### src/rtl/sm4bs_pkg.sv
package sm4bs_pkg;

   localparam int WORD_W = 32;
   localparam int BYTE_W = 8;

   typedef enum logic {
      LAYER_ROUND = 1'b0,
      LAYER_KEY   = 1'b1
   } sm4bs_layer_e;

   // low five bits of legal function codes
   localparam logic [4:0] CODE_LO_ROUND = 5'b11000;
   localparam logic [4:0] CODE_LO_KEY   = 5'b11010;

   localparam logic [7:0] AFFINE_C   = 8'hD3;
   localparam logic [7:0] FIELD_RED  = 8'hF5;   // x^8 = x^7+x^6+x^5+x^4+x^2+1

   function automatic logic [7:0] gf_mul(input logic [7:0] p, input logic [7:0] q);
      logic [7:0] acc;
      logic [7:0] sh;
      acc = '0;
      sh  = p;
      for (int i = 0; i < 8; i++) begin
         if (q[i]) acc = acc ^ sh;
         sh = sh[7] ? ((sh << 1) ^ FIELD_RED) : (sh << 1);
      end
      return acc;
   endfunction

   function automatic logic [7:0] affine(input logic [7:0] v);
      logic [7:0] r;
      for (int i = 0; i < 8; i++) begin
         r[i] = v[i] ^ v[(i + 1) % 8] ^ v[(i + 2) % 8] ^ v[(i + 5) % 8] ^ v[(i + 7) % 8];
      end
      return r ^ AFFINE_C;
   endfunction

   function automatic logic [WORD_W-1:0] rotl(input logic [WORD_W-1:0] w, input int unsigned n);
      int unsigned m;
      m = n % WORD_W;
      return (w << m) | (w >> ((WORD_W - m) % WORD_W));
   endfunction

endpackage

### src/rtl/sm4bs_decode.sv
module sm4bs_decode
   import sm4bs_pkg::*;
#(
   parameter int SEL_W = 2
) (
   input  logic [6:0]       code,
   output logic [SEL_W-1:0] lane_sel,
   output sm4bs_layer_e     layer,
   output logic             bad_code
);
   if (SEL_W != 2) begin : g_chk_sel
      $error("sm4bs_decode: SEL_W must be 2");
   end

   always_comb begin
      lane_sel = code[6:5];
      layer    = code[1] ? LAYER_KEY : LAYER_ROUND;
      bad_code = !((code[4:0] == CODE_LO_ROUND) || (code[4:0] == CODE_LO_KEY));
   end
endmodule

### src/rtl/sm4bs_sbox.sv
module sm4bs_sbox
   import sm4bs_pkg::*;
(
   input  logic [7:0] din,
   output logic [7:0] dout
);
   logic [7:0] pre;
   logic [7:0] inv;
   logic [7:0] pw;

   // inverse as z^254 = z^2 * z^4 * ... * z^128, fixed depth for every input
   always_comb begin
      pre = affine(din);
      pw  = pre;
      inv = 8'h01;
      for (int k = 1; k < 8; k++) begin
         pw  = gf_mul(pw, pw);
         inv = gf_mul(inv, pw);
      end
      dout = affine(inv);
   end
endmodule

### src/rtl/sm4bs_linear.sv
module sm4bs_linear
   import sm4bs_pkg::*;
#(
   parameter int W = WORD_W
) (
   input  logic [W-1:0]  b_in,
   input  sm4bs_layer_e  layer,
   output logic [W-1:0]  l_out
);
   if (W != 32) begin : g_chk_w
      $error("sm4bs_linear: rotation taps are defined for 32-bit words only");
   end

   logic [W-1:0] y_round;
   logic [W-1:0] y_key;

   always_comb begin
      y_round = b_in ^ rotl(b_in, 2) ^ rotl(b_in, 10) ^ rotl(b_in, 18) ^ rotl(b_in, 24);
      y_key   = b_in ^ rotl(b_in, 13) ^ rotl(b_in, 23);
      l_out   = (layer == LAYER_KEY) ? y_key : y_round;
   end

   // both layers are invertible: a nonzero input never maps to zero
   always_comb begin
      if (b_in != '0) begin
         assert_lin_invertible_R3: assert (y_key != '0 && y_round != '0);
      end
   end
endmodule

### src/rtl/sm4_byte_round.sv
module sm4_byte_round
   import sm4bs_pkg::*;
#(
   parameter int WORD_W_P = WORD_W,
   parameter int BYTE_W_P = BYTE_W
) (
   input  logic                clk,
   input  logic                rst_n,
   input  logic                in_valid,
   input  logic [6:0]          funct7,
   input  logic [WORD_W_P-1:0] acc_x,
   input  logic [WORD_W_P-1:0] opnd_a,
   output logic                out_valid,
   output logic [WORD_W_P-1:0] out_result,
   output logic                out_illegal
);
   localparam int LANES = WORD_W_P / BYTE_W_P;
   localparam int SEL_W = $clog2(LANES);

   if (WORD_W_P != 32 || BYTE_W_P != 8) begin : g_chk_geom
      $error("sm4_byte_round: geometry must be 32-bit words of 8-bit lanes");
   end

   logic [SEL_W-1:0]    lane_sel;
   sm4bs_layer_e        layer;
   logic                bad_code;
   logic [BYTE_W_P-1:0] lane_byte [LANES];
   logic [BYTE_W_P-1:0] sub_byte;
   logic [WORD_W_P-1:0] sub_word;
   logic [WORD_W_P-1:0] mixed;
   logic [WORD_W_P-1:0] placed;
   logic [WORD_W_P-1:0] next_res;

   sm4bs_decode #(.SEL_W(SEL_W)) u_dec (
      .code     (funct7),
      .lane_sel (lane_sel),
      .layer    (layer),
      .bad_code (bad_code)
   );

   for (genvar g = 0; g < LANES; g++) begin : g_lane
      assign lane_byte[g] = opnd_a[g*BYTE_W_P +: BYTE_W_P];
   end

   sm4bs_sbox u_sbox (
      .din  (lane_byte[lane_sel]),
      .dout (sub_byte)
   );

   assign sub_word = {{(WORD_W_P-BYTE_W_P){1'b0}}, sub_byte};

   sm4bs_linear #(.W(WORD_W_P)) u_lin (
      .b_in  (sub_word),
      .layer (layer),
      .l_out (mixed)
   );

   always_comb begin
      placed   = rotl(mixed, 32'(lane_sel) * BYTE_W_P);
      next_res = bad_code ? acc_x : (acc_x ^ placed);
   end

   always_ff @(posedge clk) begin
      if (!rst_n) begin
         out_valid   <= 1'b0;
         out_illegal <= 1'b0;
         out_result  <= '0;
      end else begin
         out_valid   <= in_valid;
         out_illegal <= in_valid & bad_code;
         if (in_valid) out_result <= next_res;
      end
   end

   assert_issue_latency_R7: assert property (@(posedge clk) disable iff (!rst_n)
      in_valid |=> out_valid);
   assert_idle_no_valid_R7: assert property (@(posedge clk) disable iff (!rst_n)
      !in_valid |=> !out_valid);
   assert_bad_passthru_R6: assert property (@(posedge clk) disable iff (!rst_n)
      (in_valid && bad_code) |=> (out_illegal && out_result == $past(acc_x)));
   assert_idle_hold_R8: assert property (@(posedge clk) disable iff (!rst_n)
      !in_valid |=> $stable(out_result));
   assert_flag_qualified_R8: assert property (@(posedge clk) disable iff (!rst_n)
      !out_valid |-> !out_illegal);
endmodule

### config.mk
export PLATFORM = sky130hd
export DESIGN_NAME = sm4_byte_round
export DESIGN_NICKNAME = d
export VERILOG_FILES = /design/src/rtl/sm4bs_pkg.sv /design/src/rtl/sm4bs_decode.sv /design/src/rtl/sm4bs_sbox.sv /design/src/rtl/sm4bs_linear.sv /design/src/rtl/sm4_byte_round.sv
export SDC_FILE = /design/constraint.sdc
export NUM_CORES = 1
export LEC_CHECK = 0
export ABC_AREA = 1
export BUFFER_PORTS_ARGS = -buffer_cell sky130_fd_sc_hd__buf_4
export CORE_MARGIN = 2
export CORE_UTILIZATION = 40
export CTS_CLUSTER_DIAMETER = 60
export CTS_CLUSTER_SIZE = 28
export DETAILED_ROUTE_END_ITERATION = 16
export PLACE_DENSITY = 0.59
export SLEW_MARGIN = 10
export SYNTH_ARGS = -nofsm -noshare
export SYNTH_HDL_FRONTEND = slang
export SYNTH_SLANG_ARGS = --single-unit
export TNS_END_PERCENT = 50
### constraint.sdc
create_clock -name clk -period 26.2 [get_ports clk]
set_clock_uncertainty 0.05 [all_clocks]
set_input_delay 1.31 -clock clk [delete_from_list [all_inputs] [get_ports clk]]
set_output_delay 1.31 -clock clk [all_outputs]
set_load 0.005 [all_outputs]
==> impl.org <==
** Place
- Post-placement cell area :: 0.0233 mm2
- Port Buffers :: 107
- GP Congestion :: 0.970
- After legalization and detailed placement, the total HPWL measured 57,600 um.

** Min path
- Path class of the lowest-slack min-delay path :: reg2reg

** Timing
- Final-report setup violation count :: 0
- Derived from the worst setup path, the maximum achievable clock frequency is 51.6 MHz.
- Setup repair after global routing missed its margin :: false
- Setup Total Neg Slack :: 0 ns
- The worst path in the final design needs a cycle of 19.37 ns, including I/O delays and setup.
- Transition at the pin with the smallest max-transition slack :: 1.27 ns
- Of the available clock period, the critical path in the final layout requires 73.9%.
- Number of slew-limit violations in the final report :: 0
- Headroom to the max-slew limit :: 15.1%
- Final Hold Vio Count :: 0

** Routing
- Count of routing violations after the opening detailed-route iteration :: 2,178
- After detailed routing, the total wire length is 72,000 um.
- For this block, the via count after detailed routing is 26,400.
- Antenna-violating nets left :: 0
- In the final routed layout, each cell accounts on average for 14.2 um.
- Via-to-Cell Ratio :: 5.20
- In the routed design, unresolved DRC markers number 0.
- Detailed-router iteration count before antenna repair :: 6

** CTS
- For this design, the sink count on the clock tree is 34.
- Number of setup buffers added after CTS :: 0
- TritonCTS built the clock tree.
- Clock transition at the registers of the reported paths :: 0.06 ns
- Post-CTS repair changed the size of 0 cells.
- For this design, the CTS-stage hold fixing added 0 buffers.
- The longest clock path from root to sink contains 2 buffers.
- Worst skew pair latency :: 0.28 ns
- The cell sitting at the root of the clock tree is a sky130_fd_sc_hd__clkbuf_16.
- The H-tree generated during clock tree synthesis spans 2 levels.
- Number of CTS-inserted buffers :: 5

** Run
- Max-cap violation count :: 0

** Logic synthesis
- The share of the Yosys chip area taken by registers is 3.06%.
- During synthesis, Yosys emitted a total of 0 warnings.
- Top_reg_cell synth :: sky130_fd_sc_hd__dfxtp_1
- Counting every net in the synthesized netlist gives 4,397.
- After synthesis the netlist holds a flip-flop and latch count of 34.
- Area share of the leading cell type in the synthesized netlist :: 27.2%
- Mapped Avg Cell Area :: 5.16 um2
- Yosys mapped the design onto 56 distinct sky130hd cell types.
- Largest area contributor in the netlist :: sky130_fd_sc_hd__nand2_1
- Post-Syn Instances :: 4,316
- Syn Std Cell Area :: 0.0223 mm2
- Dominant cells by area after synthesis :: sky130_fd_sc_hd__nand2_1 27%, sky130_fd_sc_hd__nand3_1 18%, sky130_fd_sc_hd__xor2_1 6.6%, sky130_fd_sc_hd__nand2_2 6.1%, sky130_fd_sc_hd__inv_1 5.8%
- The commonest cells after synthesis are 1,615 x sky130_fd_sc_hd__nand2_1, 813 x sky130_fd_sc_hd__nand3_1, 341 x sky130_fd_sc_hd__inv_1.
- Number of enable-type register cells in the synthesized netlist :: 0
- For this run, asynchronously set or reset flops after synthesis account for 0%.
- Count leader, synth :: sky130_fd_sc_hd__nand2_1

** Floorplan
- Die outline width :: 240 um
- Once the floorplan was initialized, standard cells occupied 40.4% of the core.
- The initialized floorplan defines 86 standard-cell rows.
- The core region is 0.0551 mm2.
- Measured along the y axis, the die boundary spans 240 um.
- The die covers 0.0575 mm2.
- During I/O placement, the number of pins put on the boundary was 108.

** Worst setup path
- Critical path's slowest cell :: sky130_fd_sc_hd__xor2_1
- In this design, the stage delay of the slowest critical-path cell is 0.99 ns.
- Type of origin of the critical path :: primary input
- Worst Path Arrival :: 19.50 ns
- By instance count, the cell type seen most on the critical path is sky130_fd_sc_hd__nand2_1.
- At the worst endpoint, the required time is 26.34 ns.
- The worst setup path is of the in2reg kind.
- Of all nets on the critical path, the largest fanout is 37.
- The worst setup path is captured at a flop.

** Global route
- The first global-routing pass estimated 118,000 um of wire.
- Global routing used 24.3% of the available tracks across all layers.
- Pin count of the biggest net entering global routing :: 62
- Initial antenna violation count :: 0
- For this run the aggregate overflow at the end of global routing stands at 0.
- Via count of the first global-routing pass :: 23,300

** Finish
- Combined area of the multi-input logic cells :: 0.0190 mm2
- Total number of nets in the final design :: 4,415
- Fillcell total :: 6,291
- The area growth from synthesis to layout is 5.24%.
- The number of antenna diodes in the final layout is 0.
- The sequential cells in the finished layout cover a total of 681 um2.
- Summing all non-filler instances in the final layout gives an area of 0.0234 mm2.
- Layout cells sized above 1 :: 14.7%

** Outcome
- The flow ran to the end, and the final reports show no timing, DRC or antenna violations.
## critical path: cells and delay by family
| family | cells | cell delay (ns) |
|---|---|---|
| buffers and inverters | 18 | 3.44 |
| and+or+nand+nor | 72 | 9.88 |
| AOI/OAI and AO/OA | 2 | 0.37 |
| xor gates and xnor gates | 10 | 4.42 |
## kinds of logic after synthesis
kind of cell / count (synthesis) / share of synthesized area [%]
muxes: 1 / 0.0506
DFF: 34 / 3.06
buffers and inverters: 567 / 11.5
and+or+nand+nor: 3249 / 68.3
AOI/OAI and AO/OA: 198 / 4.84
adders and majority gates: 7 / 0.394
xor gates and xnor gates: 260 / 11.8
## through the flow
stage,setup slack [ns],utilization (%),instances,hold WS [ns]
2_1_floorplan,11.28,-,4316,0.453
3_3_place_gp,6.90,42.2,5075,0.446
3_5_place_dp,6.86,42.2,5075,0.453
4_1_cts,7.13,42.5,5083,0.468
5_1_grt,5.13,42.5,5083,0.491
6_report,6.83,42.5,5083,0.460
## area by class of cell
class                      count  area share, %
tap                          748           4.00
clock inverter                 2         0.0588
inverter                     463           7.62
timing repair buffer         115           3.69
sequential                    34           2.91
clock buffer                   6          0.550
multi-input combinational   3715           81.2
## final timing paths
check	cells after the start	start	slack (ns)	endpoint
worst min register to register	2	out_result[13]$_SDFFE_PN0P_	0.46	out_result[13]$_SDFFE_PN0P_
worst max-delay path	102	funct7[6]	6.83	out_result[9]$_SDFFE_PN0P_
worst max register to register	2	out_result[5]$_SDFFE_PN0P_	25.44	out_result[5]$_SDFFE_PN0P_
worst min-delay path	2	out_result[13]$_SDFFE_PN0P_	0.46	out_result[13]$_SDFFE_PN0P_
## state kept, by name, indices dropped and copies added, names as in the netlist
signal       flops
out_result      32
out_illegal      1
out_valid        1
## cells in the final DEF (no fill, tap or decap), types with 68 or more instances in the layout
cell type	synthesis	final
sky130_fd_sc_hd__nand3_1	813	813
sky130_fd_sc_hd__inv_1	341	341
sky130_fd_sc_hd__nand2_2	217	217
sky130_fd_sc_hd__xor2_1	168	168
sky130_fd_sc_hd__buf_4	26	115
sky130_fd_sc_hd__nand2_1	1615	1615
sky130_fd_sc_hd__nor2_1	301	301
sky130_fd_sc_hd__inv_2	99	99
sky130_fd_sc_hd__o21ai_0	68	68
## routing by layer
metal	wire length, um	global-route usage [%]	up-vias
li1	-	-	13800
met1	33200	33.2	11800
met2	33600	41.6	759
met3	3900	2.08	89
met4	1260	5.23	0
met5	0	0	-
Power is left out: the tool's default activity adds up to more than one toggle a clock period on the data nets, which glitch-free logic cannot reach.
